<file path="src/rtl/adc_trig_pkg.sv">
package adc_trig_pkg;

    typedef enum logic [1:0] {
        MODE_SOFT  = 2'd0,
        MODE_EDGE  = 2'd1,
        MODE_LEVEL = 2'd2
    } trig_mode_e;

    typedef struct packed {
        logic en;
        logic level;
        logic pol;
        logic scan;
    } trig_cfg_t;

    typedef struct packed {
        logic edge_hit;
        logic level_on;
    } trig_evt_t;

    function automatic trig_mode_e mode_of(trig_cfg_t c);
        if (!c.en)
            return MODE_SOFT;
        return c.level ? MODE_LEVEL : MODE_EDGE;
    endfunction

    function automatic trig_evt_t classify(logic pol, logic cur, logic prev);
        trig_evt_t e;
        e.edge_hit = pol ? (cur & ~prev) : (~cur & prev);
        e.level_on = pol ? cur : ~cur;
        return e;
    endfunction

endpackage

</file>
<file path="src/rtl/adc_trig_front.sv">
module adc_trig_front
    import adc_trig_pkg::*;
#(
    parameter int NUM_CH      = 8,
    parameter int SYNC_STAGES = 2,
    parameter int DEFAULT_CH  = 7,
    localparam int CH_W       = (NUM_CH > 1) ? $clog2(NUM_CH) : 1
) (
    input  logic              clk,
    input  logic              rst,
    input  logic              sel_wr,
    input  logic [CH_W-1:0]   sel_data,
    input  logic [NUM_CH-1:0] trig_in,
    input  logic              pol,
    output trig_evt_t         evt
);

    localparam logic [CH_W:0] CH_LIMIT = (CH_W+1)'(NUM_CH);

    logic [CH_W-1:0]        sel_q;
    logic [SYNC_STAGES-1:0] chain_q;
    logic                   prev_q;
    logic                   raw;
    logic                   cur;

    always_ff @(posedge clk) begin
        if (rst)
            sel_q <= CH_W'(DEFAULT_CH);
        else if (sel_wr && ({1'b0, sel_data} < CH_LIMIT))
            sel_q <= sel_data;
    end

    assign raw = trig_in[sel_q];

    generate
        if (SYNC_STAGES == 1) begin : g_one
            always_ff @(posedge clk) begin
                if (rst) chain_q <= '0;
                else     chain_q <= raw;
            end
        end else begin : g_many
            always_ff @(posedge clk) begin
                if (rst) chain_q <= '0;
                else     chain_q <= {chain_q[SYNC_STAGES-2:0], raw};
            end
        end
    endgenerate

    assign cur = chain_q[SYNC_STAGES-1];

    always_ff @(posedge clk) begin
        if (rst) prev_q <= 1'b0;
        else     prev_q <= cur;
    end

    always_comb evt = classify(pol, cur, prev_q);

endmodule

</file>
<file path="src/rtl/adc_seq_ctrl.sv">
module adc_seq_ctrl
    import adc_trig_pkg::*;
(
    input  logic      clk,
    input  logic      rst,
    input  trig_cfg_t cfg,
    input  logic      sw_start,
    input  logic      seq_done,
    input  logic      ovr_clr,
    input  trig_evt_t evt,
    output logic      seq_start,
    output logic      busy,
    output logic      ovr_flag
);

    trig_mode_e mode;
    logic busy_q, cont_q, start_q, ovr_q;
    logic free, go, ovr_set;

    assign mode = mode_of(cfg);
    assign free = !busy_q || seq_done;

    always_comb begin
        go      = 1'b0;
        ovr_set = 1'b0;
        unique case (mode)
            MODE_SOFT:  go = (!busy_q && sw_start) ||
                             (busy_q && seq_done && cont_q && cfg.scan);
            MODE_EDGE: begin
                go      = evt.edge_hit && free;
                ovr_set = evt.edge_hit && !free;
            end
            MODE_LEVEL: go = evt.level_on && free;
            default:    go = 1'b0;
        endcase
    end

    always_ff @(posedge clk) begin
        if (rst) begin
            busy_q  <= 1'b0;
            cont_q  <= 1'b0;
            start_q <= 1'b0;
            ovr_q   <= 1'b0;
        end else begin
            start_q <= go;
            if (go)            busy_q <= 1'b1;
            else if (seq_done) busy_q <= 1'b0;
            if (mode != MODE_SOFT || !cfg.scan) cont_q <= 1'b0;
            else if (go && !busy_q)             cont_q <= 1'b1;
            if (ovr_set)      ovr_q <= 1'b1;
            else if (ovr_clr) ovr_q <= 1'b0;
        end
    end

    assign seq_start = start_q;
    assign busy      = busy_q;
    assign ovr_flag  = ovr_q;

    AST_OVR_CAUSE: assert property (@(posedge clk) disable iff (rst)
        $rose(ovr_q) |-> $past(cfg.en && !cfg.level && evt.edge_hit && busy_q && !seq_done));
    AST_OVR_STICKY: assert property (@(posedge clk) disable iff (rst)
        ovr_q && !ovr_clr |=> ovr_q);
    AST_EDGE_NO_EXTRA: assert property (@(posedge clk) disable iff (rst)
        cfg.en && !cfg.level && busy_q && !seq_done && evt.edge_hit |=> !start_q && ovr_q);
    AST_SW_IGNORED: assert property (@(posedge clk) disable iff (rst)
        cfg.en && !cfg.level && !evt.edge_hit |=> !start_q);
    AST_LEVEL_RESTART: assert property (@(posedge clk) disable iff (rst)
        cfg.en && cfg.level && evt.level_on && busy_q && seq_done |=> start_q);
    AST_LEVEL_NO_OVR: assert property (@(posedge clk) disable iff (rst)
        cfg.en && cfg.level && !ovr_q && !$past(cfg.en && !cfg.level) |=> !ovr_q);

endmodule

</file>
<file path="src/rtl/adc_seq_trigger.sv">
module adc_seq_trigger
    import adc_trig_pkg::*;
#(
    parameter int NUM_CH      = 8,
    parameter int SYNC_STAGES = 2,
    parameter int DEFAULT_CH  = 7,
    localparam int CH_W       = (NUM_CH > 1) ? $clog2(NUM_CH) : 1
) (
    input  logic              clk,
    input  logic              rst,
    input  logic              trig_en,
    input  logic              trig_level,
    input  logic              trig_pol,
    input  logic              scan_mode,
    input  logic              sw_start,
    input  logic              sel_wr,
    input  logic [CH_W-1:0]   sel_data,
    input  logic [NUM_CH-1:0] trig_in,
    input  logic              seq_done,
    input  logic              ovr_clr,
    output logic              seq_start,
    output logic              busy,
    output logic              ovr_flag
);

    trig_cfg_t cfg;
    trig_evt_t evt;

    assign cfg = '{en: trig_en, level: trig_level, pol: trig_pol, scan: scan_mode};

    adc_trig_front #(
        .NUM_CH      (NUM_CH),
        .SYNC_STAGES (SYNC_STAGES),
        .DEFAULT_CH  (DEFAULT_CH)
    ) u_front (
        .clk      (clk),
        .rst      (rst),
        .sel_wr   (sel_wr),
        .sel_data (sel_data),
        .trig_in  (trig_in),
        .pol      (trig_pol),
        .evt      (evt)
    );

    adc_seq_ctrl u_ctrl (
        .clk       (clk),
        .rst       (rst),
        .cfg       (cfg),
        .sw_start  (sw_start),
        .seq_done  (seq_done),
        .ovr_clr   (ovr_clr),
        .evt       (evt),
        .seq_start (seq_start),
        .busy      (busy),
        .ovr_flag  (ovr_flag)
    );

endmodule

</file>
<file path="config.mk">
export PLATFORM = sky130hd
export DESIGN_NAME = adc_seq_trigger
export DESIGN_NICKNAME = d
export VERILOG_FILES = /design/src/rtl/adc_trig_pkg.sv /design/src/rtl/adc_trig_front.sv /design/src/rtl/adc_seq_ctrl.sv /design/src/rtl/adc_seq_trigger.sv
export SDC_FILE = /design/constraint.sdc
export NUM_CORES = 1
export LEC_CHECK = 0
export BUFFER_PORTS_ARGS = -buffer_cell sky130_fd_sc_hd__buf_2
export CAP_MARGIN = 25
export CORE_MARGIN = 1.5
export CORE_UTILIZATION = 35
export CTS_CLUSTER_DIAMETER = 100
export DETAILED_ROUTE_END_ITERATION = 6
export PLACE_DENSITY = 0.67
export SYNTH_ARGS = -nofsm -noshare
export SYNTH_HDL_FRONTEND = slang
export SYNTH_SLANG_ARGS = --single-unit
</file>
<file path="constraint.sdc">
create_clock -name clk -period 1.2 [get_ports clk]
set_input_delay 0.24 -clock clk [delete_from_list [all_inputs] [get_ports clk]]
set_output_delay 0.24 -clock clk [all_outputs]
set_load 0.1 [all_outputs]
</file>
==> flow_summary.toml <==
[floorplanning]
die_y_um = 39.5
fp.dieW_um = 39.5
start_util_pct = 39.9
dieArea_sq_mm = 0.00156
num_rows = 12
io_pins = 24
core-area_sq_mm = 0.00117

[pwr]
finalPower_mw = 0.841
pwr-share-seq_pct = 43.9
sw_frac_of_total_pct = 25.8
clockPowerShare_pct = 35.0
p_int_mw = 0.624
p_sw_mw = 0.217
power_frac_comb_pct = 21.1
p_leak_nw = 0.319
p_per_area_mw_per_mm2 = 1210
ir_drop_v = 0.000522

[setup_path]
cp.arrival_ns = 1.24
startpoint_type = "flop"
cp-end-kind = "flop"
cp.required_ns = 1.34
criticalPathCategory = "flop to flop"
reg2reg_slack_ns = 0.1
path_max_fanout = 2

[place]
port_buffers = 23
dp_hpwl_um = 756
placed_cell_area_sq_um = 664
routabilityCongestion = 0.660

[cells_and_area]
fin_nets = 97
diodes = 0
finish.instance_area_sq_um = 697
syn_to_final_growth_pct = 49.3
drive_above_1_share_pct = 45.3

[logic_synthesis]
synth_area_per_cell_sq_um = 10.1
synth_top_area_share_pct = 42.9
netlist-cell-type-count = 26
yosys-top-cells-area = "dfxtp_1 43%, mux2i_1 6.4%, mux4_1 5.6%"
yosysWarnings = 0
synth_seq_area_share_pct = 42.9
netlist_area_sq_um = 467
yosysTopAreaCell = "dfxtp_1"
netlist_instances = 46
syn_nets = 67
synth-seq-cells = 10

[cts]
root_buffer = "clkbuf_4"
cts.path.max_buffers = 2
cts_buffers = 3
clock-sinks = 10
clkTransAtPathRegs_ns = 0.07
clkLatencyLatePin_ns = 0.26
h-tree-depth = 1
cts_tree = "done"

[timing]
min_period_ns = 1.10
drv_slew = 0
rsz0062_at_grt = "no"
finalSetupViolCount = 0
final.period_utilization_pct = 92.1
relSlewSlack_pct = 79.7
worst_pin_slew_ns = 0.297
max_freq_mhz = 905
finalHoldViolCount = 0
tns_ns = 0
hold_ws_ns = 0.199
fin_skew_ns = 0.00207

[detailed_routing]
drt_first_iter_violations = 1
ant_nets = 0
drc = 0
routedWlPerCell_um = 10.1
vias_per_cell = 5.06
vias = 450
drt-total-wl_um = 903
dr.pass1.iters = 2

[min_path]
hp-class = "input pin to flop"

[grt]
grt_pass1_vias = 388
grt_max_degree = 8
grt_use_total_pct = 14.4
antenna_found_initial = 0
grt-ovfl-total = 0
grt_first_pass_wirelength_um = 1480

[run_status]
status = "finished clean"

[run]
max_cap_viol_count = 0
## through the flow
step                util (%)  setup WS [ns]  cells
finish                  59.5         0.0953     89
floorplan                  -         0.0418     46
detailed placement      56.7         0.0539     85
global placement        56.7         0.0846     85
global route            59.5        0.00575     89
CTS                     59.8         0.0458     89
## worst max-delay path, stage by stage (launching register included)
cell	delay, ns
dfxtp_1	0.35
mux4_2	0.50
nor2_1	0.09
a311oi_1	0.04
## registers in the layout, indices dropped and copies added, names as in the netlist
register,flops
u_front.chain_q,2
u_front.sel_q,3
u_ctrl.seq_start,1
u_front.prev_q,1
u_ctrl.cont_q,1
u_ctrl.ovr_flag,1
u_ctrl.busy,1
## synthesized netlist by cell type (all sizes together)
library cell	count
nor3b	1
a21o	1
nand4b	1
nand4	1
mux4	1
nand2b	3
o31ai	1
a311oi	1
nor4bb	1
nor2	1
nand2	3
or2	1
o2111ai	1
and3b	1
o211ai	1
nor2b	2
a21oi	2
xor2	1
o21ai	1
a41oi	1
mux2	1
a2111oi	1
inv	4
dfxtp	10
xnor2	1
mux2i	3
## final timing paths
| check | startpoint | end | cells past startpoint |
|---|---|---|---|
| setup reg to reg | u_front.sel_q[0] | u_front.chain_q[0] | 3 |
| hold / removal | sel_data[2] | u_front.sel_q[2] | 3 |
| setup / recovery | u_front.sel_q[0] | u_front.chain_q[0] | 3 |
| hold reg to reg | u_front.chain_q[0] | u_front.chain_q[1] | 1 |
## placed cells by master (no fill, tap or decap), drive strengths merged
cell type / synthesis / final
nand4b: 1 / 1
o211ai: 1 / 1
o21ai: 1 / 1
a311oi: 1 / 1
xor2: 1 / 1
a2111oi: 1 / 1
nand2: 3 / 3
a21oi: 2 / 2
o31ai: 1 / 1
and3b: 1 / 1
o2111ai: 1 / 1
mux2i: 3 / 3
nand4: 1 / 1
nand2b: 3 / 3
nor3b: 1 / 1
mux2: 1 / 1
a21o: 1 / 1
clkbuf: 0 / 4
or2: 1 / 1
inv: 4 / 4
nor2b: 2 / 2
mux4: 1 / 1
nor2: 1 / 1
dfxtp: 10 / 10
buf: 0 / 25
nor4bb: 1 / 1
xnor2: 1 / 1
a41oi: 1 / 1
## kinds of logic after synthesis
group | share of synthesized area, %
compound gates | 15.6
flops | 42.9
mux | 14.5
buf+inv | 3.22
simple gates | 20.1
xor+xnor | 3.75
## power by group through the flow
stage | registers, mW | logic, mW | clock network [mW]
finish | 0.369 | 0.177 | 0.294
global route | 0.372 | 0.193 | 0.322
CTS | 0.369 | 0.178 | 0.305
detailed placement | 0.377 | 0.178 | 0
global placement | 0.376 | 0.175 | 0
floorplan | 0.417 | 0.0536 | 0
## layer usage
layer  vias to the layer above  part of all wire [%]  global-route usage (%)
met5                         -                     0                       0
met3                         2                   7.1                    1.70
met4                         0                  0.44                    10.3
li1                        230                     -                       -
met1                       199                    44                    16.4
met2                        19                    49                    24.2
## cell type report
class / count / area [sq um]
Fill cell: 105 / 474
Multi-Input combinational cell: 32 / 248
Sequential cell: 10 / 205
Timing Repair Buffer: 25 / 175
Clock buffer: 4 / 36.3
Tap cell: 14 / 17.5
Inverter: 4 / 15.0
## repair_timing
item | 4_1_cts | 5_1_grt
endpoints found under the setup margin | 0 | 1
resized for setup | 0 | 1
setup buffers | 0 | 0
hold buffers | 0 | 0
(Power assumes the default switching activity.)
